<file path="config.mk">
export PLATFORM = sky130hd
export DESIGN_NAME = irq_mask_ctl
export DESIGN_NICKNAME = d
export VERILOG_FILES = /design/src/rtl/irq_mask_ctl.sv
export SDC_FILE = /design/constraint.sdc
export NUM_CORES = 1
export LEC_CHECK = 0
export BUFFER_PORTS_ARGS = -buffer_cell sky130_fd_sc_hd__buf_2
export CORE_ASPECT_RATIO = 0.9
export CORE_MARGIN = 1.5
export CORE_UTILIZATION = 36
export CTS_CLUSTER_DIAMETER = 30
export DETAILED_ROUTE_END_ITERATION = 10
export GPL_TIMING_DRIVEN = 0
export PLACE_DENSITY = 0.64
export SLEW_MARGIN = 5
export SYNTH_ARGS = -nofsm -noshare
export SYNTH_HDL_FRONTEND = slang
export SYNTH_SLANG_ARGS = --single-unit
</file>
<file path="constraint.sdc">
create_clock -name clk -period 3.7 [get_ports clk]
set_input_delay 0.37 -clock clk [delete_from_list [all_inputs] [get_ports clk]]
set_output_delay 0.37 -clock clk [all_outputs]
set_load 0.03 [all_outputs]
</file>
<file path="src/rtl/irq_mask_ctl.sv">
module irq_mask_ctl #(
  parameter int N_LINES = 16,
  parameter logic [15:0] MASK_RESET = 16'h0010
) (
  input  logic        clk,
  input  logic        rst_n,
  input  logic [15:0] irq_lines,
  input  logic        bus_sel,
  input  logic        bus_we,
  input  logic [1:0]  bus_addr,
  input  logic [1:0]  bus_size,
  input  logic [31:0] bus_wdata,
  output logic [31:0] bus_rdata,
  output logic        bus_rvalid,
  output logic        irq_out
);
  localparam int VEC_W = 16;

  logic [15:0] mask_q, mask_d;
  logic [15:0] pending;
  logic [VEC_W-1:0] vec;
  logic [31:0] window;
  logic [31:0] rdata_d;
  logic        irq_q;

  assign pending = irq_lines & mask_q & 16'((32'h1 << N_LINES) - 1);

  always_comb begin
    vec = '0;
    for (int i = N_LINES - 1; i >= 0; i--)
      if (pending[i]) vec = VEC_W'((i + 1) * 4);
  end

  assign window = {mask_q, vec};

  always_comb begin
    mask_d = mask_q;
    if (bus_sel && bus_we) begin
      case (bus_size)
        2'b00: begin
          if (bus_addr == 2'd2) mask_d[7:0]  = bus_wdata[7:0];
          if (bus_addr == 2'd3) mask_d[15:8] = bus_wdata[7:0];
        end
        2'b01: if (bus_addr[1]) mask_d = bus_wdata[15:0];
        default: mask_d = bus_wdata[31:16];
      endcase
    end
  end

  always_comb begin
    case (bus_size)
      2'b00:   rdata_d = {24'h0, window[8*bus_addr +: 8]};
      2'b01:   rdata_d = {16'h0, bus_addr[1] ? window[31:16] : window[15:0]};
      default: rdata_d = window;
    endcase
  end

  always_ff @(posedge clk) begin
    if (!rst_n) begin
      mask_q     <= MASK_RESET;
      irq_q      <= 1'b0;
      bus_rdata  <= '0;
      bus_rvalid <= 1'b0;
    end else begin
      mask_q     <= mask_d;
      irq_q      <= |(irq_lines & mask_d);
      bus_rvalid <= bus_sel && !bus_we;
      if (bus_sel && !bus_we) bus_rdata <= rdata_d;
    end
  end

  assign irq_out = irq_q;
endmodule

</file>
### Yosys cells after proc, flatten, opt, wreduce, memory -nomap -nowiden

Index checks and enable logic that the tools add are counted.

* logic and storage cells: 38
* output and inout bits: 34
* input port bits: 56
* flip-flop bits (word level): 50

* equal/unequal tests: 3
* shift-type cells: 1
* reductions and logical operators: 5
* bitwise logic cells: 2
* multiplexer cells: 23

Operator list (count)
* 16-bit two-way mux: 17
* 32-bit one-hot mux with 2 select lines: 1
* 16-bit bitwise AND: 2
* 16-bit one-hot mux with 2 select lines: 1
* 32-bit by 6-bit variable part select with 8-bit output: 1
* 8-bit two-way mux: 2
* 16-bit OR reduction: 1
* 7-bit two-way mux: 2
* 2-bit equality test, second input constant: 2
* 2-bit by 1-bit equality test with 1-bit output, second input constant: 1
* 1-bit logical AND: 2
* 2-bit zero test: 1
* 1-bit zero test: 1

### Logic depth before layout (Yosys ltp)

* depth in word-level cells: 19
* mapped depth: 8
* gate-level depth less buffers: 6

### Worst setup path before layout

No wires, ideal clock.

* path type: input to register
* start: input bus_addr[0]
* end: register irq_q, in the netlist irq_out
* data arrival time: 1.990 ns
* required time: 3.575 ns
* stages: 7
* setup slack: 1.585 ns
* path buffers: 2
* path through: buf_4 or3b_4 and2_4 buf_6 o22a_1 a32o_1 o41a_1

* longest elaborated chain between the ends: 6

RTL lines
* from (decl): RTL line 10 `input logic [1:0] bus_addr,`
* 2-bit equality test, on equally long branches: RTL line 41, 42
* 8-bit two-way mux, on equally long branches: RTL line 41, 42
* 16-bit one-hot mux with 2 select lines *: RTL line 39 `case (bus_size)`
* 16-bit two-way mux *: RTL line 38 `if (bus_sel && bus_we) begin`
* 16-bit bitwise AND *: RTL line 66 `irq_q <= |(irq_lines & mask_d);`
* 16-bit OR reduction *: RTL line 66
* to (signal assigned): RTL line 66
* to (decl): RTL line 24 `logic irq_q;`

Mark *: on every way between the ends. The rest lies on a longest branch, timed or not.
A chain may end at the register's enable or synchronous reset.

### Final worst setup path

* start: input bus_size[1]
* end: register irq_q, in the netlist irq_out

* longest elaborated chain between the ends: 5

RTL lines
* from (decl): RTL line 11 `input logic [1:0] bus_size,`
* 2-bit by 1-bit equality test with 1-bit output or 2-bit zero test (tied branches): RTL line 39
* 16-bit one-hot mux with 2 select lines *: RTL line 39
* 16-bit two-way mux *: RTL line 38
* 16-bit bitwise AND *: RTL line 66
* 16-bit OR reduction *: RTL line 66

Marks and branches as above.

==> impl_results.md <==
* Status: finished clean
* Sink Count at 50
* Initial DRC count at 178
* Final nets at 437
* Post-CTS setup buffers at 0
* Final instance area at 3140 um2
* Clock Power Share at 0.305
* Synth area leaders: dfxtp_1, a22o_1, a22oi_1, nor3_1, nor2_1
* Top cell type by total area after synthesis: dfxtp_1
* Port Buffers at 85
* Register area share after synthesis at 0.401
* Worst-path cell chain: buf_2 > buf_6 > nand3b_1 > o32ai_1 > nor4b_1 > a2111oi_2 > o2111ai_1 > o41a_1
* WP buf/inv at 2
* Crit Path Max Fanout at 10
* Number of cell rows at 28
* First-pass GRT wire length at 13,500 um
* Gpl congestion at 0.917
* Antenna violations before repair at 0
* Final ANT Viol Nets at 0
* Combinational Power Share at 0.189
* Fraction of layout cells with a size suffix above 1 at 0.301
* Worst Path Required at 3.88 ns
* Peak supply drop at 0.146 mV
* Final TNS setup at 0 ns
* Number of synthesized flops with an enable pin at 0
* H-tree depth at 2
* Slew headroom at 0.605
* Switching share of total power at 0.292
* Syn-to-layout area delta at 25.8%
* Synth warn at 0
* Final slew viol count at 0
* CTS root buffer: clkbuf_8
* Hold Vio Cnt, Final at 0
* Routed wire length at 8400 um
* Post-CTS resize count at 0
* Startpoint class of the critical path: input port
* Boundary Pins at 90
* Vias in the first global route at 2,565
* Asr flop ratio synth at 0
* Minimum clock period at 2.35 ns
* Synth Flop Type: dfxtp_1
* Sequential power share at 0.506
* Crit Path Category: input port to flip-flop
* CP endpoint kind: flip-flop
* Syn Inst Count at 289
* DIE HEIGHT at 82.0 um
* Avg Vias per Cell at 5.78
* Min-delay worst type: input port to flip-flop
* Syn nets at 345
* Global-route usage over all layers at 0.233
* CP top delay family: compound AO/OA/AOI/OAI gates
* Fmax at 0.426 GHz
* Synth top area share at 0.401
* Horiz. Die Dim at 90.8 um
* # diodes at 0
* NetSw at 338 uW
* Area post-placement at 3040 um2
* Max stage delay on crit path at 0.48 ns
* Max_cap viols at 0
* Core area at 6660 um2
* Clock buffer depth at 2
* Final setup viols at 0
* Residual DRC count at 0
* Synth top cells by count: dfxtp_1, nor2_1, nand2_1, nor3_1, a22o_1
* Via count at 2,726
* Mapped cell area at 2500 um2
* Period Utilization, post-route at 0.635
* CTS Buf Count at 5
* Dpl hpwl at 6500 um
* Largest net degree at the start of global routing at 16
* RSZ-0062 raised after global routing: no
* Pleak at 0.00133 uW
* Worst Max-Slew Pin Slew at 0.578 ns
* Worst skew pair latency at 0.30 ns
* Yosys reg bits at 50
* Netlist cell types at 57
* Die Footprint at 7450 um2
* Congestion Overflow GR at 0
* Routed length per instance at 17.8 um
* TritonCTS clock tree: done
* Clock-pin slew on the worst setup and hold paths at 0.09 ns
* Layout Skew at 0.00458 ns
* Worst EP arrival at 2.53 ns
* Starting Density at 0.375
* Post-CTS Hold Fix Bufs at 0
* First drt pass iteration count at 5
* Pwr dens at 368 nW/um2
* Synthesized area per cell at 8.64 um2
* Power Internal at 818 uW
* Cell with the most instances after synthesis: dfxtp_1
* Slowest CP cell: o32ai_1
[cell type report]
type / count / area [um2]
flip-flops and latches: 50 / 1000
well taps: 90 / 113
multi-input cells: 215 / 1370
inverters: 3 / 11.3
plain buffers: 21 / 114
clock inverters: 1 / 8.76
fillers: 673 / 3520
repair buffers: 85 / 425
clock buffers: 7 / 96.3
[kinds of logic (layout without fill, tap and decap cells)]
family / Yosys count / after routing / share of synthesized area
simple gates: 113 / 113 / 0.240
compound gates: 98 / 98 / 0.293
flops: 50 / 50 / 0.401
buf+inv: 24 / 117 / 0.0501
mux: 4 / 4 / 0.0160
[power groups by stage]
stage,clock network (uW),logic (uW),registers (uW)
CTS,360,216,583
finish,352,219,585
global placement,0,212,596
floorplan,0,122,602
global route,387,238,587
detailed placement,0,215,596
[cell usage in the layout, fill, tap and decap left out, types with 4 or more instances in the layout]
cell	Yosys	routed
o21ai_0	13	13
nor4_1	8	8
nand2_1	22	22
clkbuf_1	12	12
a22oi_1	15	15
nor3_1	22	22
buf_2	4	89
a22o_1	16	16
nor2_1	28	28
o32ai_1	5	5
dfxtp_1	50	50
nand2b_1	5	5
o22ai_1	9	9
a21oi_1	13	13
mux2i_1	4	4
clkbuf_8	0	7
[state kept, by name, summed over array words and instances, names as in the netlist]
name	count
bus_rdata	32
bus_rvalid	1
irq_out	1
mask_q	16
[metal layers]
layer,global-route usage,routed length (um)
met5,0,0
met1,0.312,3750
met4,0.0813,167
met2,0.371,3680
met3,0.0519,803
[worst min-delay path, delay by kind of cell]
family                 cells  cell delay [ns]
AO/OA/AOI/OAI              1             0.08
buffers and inverters      1             0.09
AND/OR/NAND/NOR            1             0.09
[through the flow]
step | cells | total power (uW) | hold slack [ns] | util | setup slack, ns
finish | 472 | 1160 | 0.365 | 0.472 | 1.35
global route | 472 | 1210 | 0.362 | 0.472 | 1.23
CTS | 472 | 1160 | 0.342 | 0.472 | 1.39
detailed placement | 464 | 811 | 0.462 | 0.456 | 1.09
global placement | 464 | 808 | 0.460 | 0.456 | 1.12
floorplan | 289 | 724 | 0.487 | - | 1.58
[worst paths after layout]
kind / cells past startpoint / to / startpoint / slack, ns
worst max-delay path: 8 / irq_out$_SDFF_PN0_ / bus_size[1] / 1.35
worst min-delay path: 3 / mask_q[5]$_SDFF_PN0_ / bus_wdata[21] / 0.36
worst max register to register: 4 / irq_out$_SDFF_PN0_ / mask_q[14]$_SDFF_PN0_ / 1.74
worst min register to register: 2 / bus_rdata[6]$_SDFFE_PN0P_ / bus_rdata[6]$_SDFFE_PN0P_ / 0.48
Power figures use the tool's default switching activity.
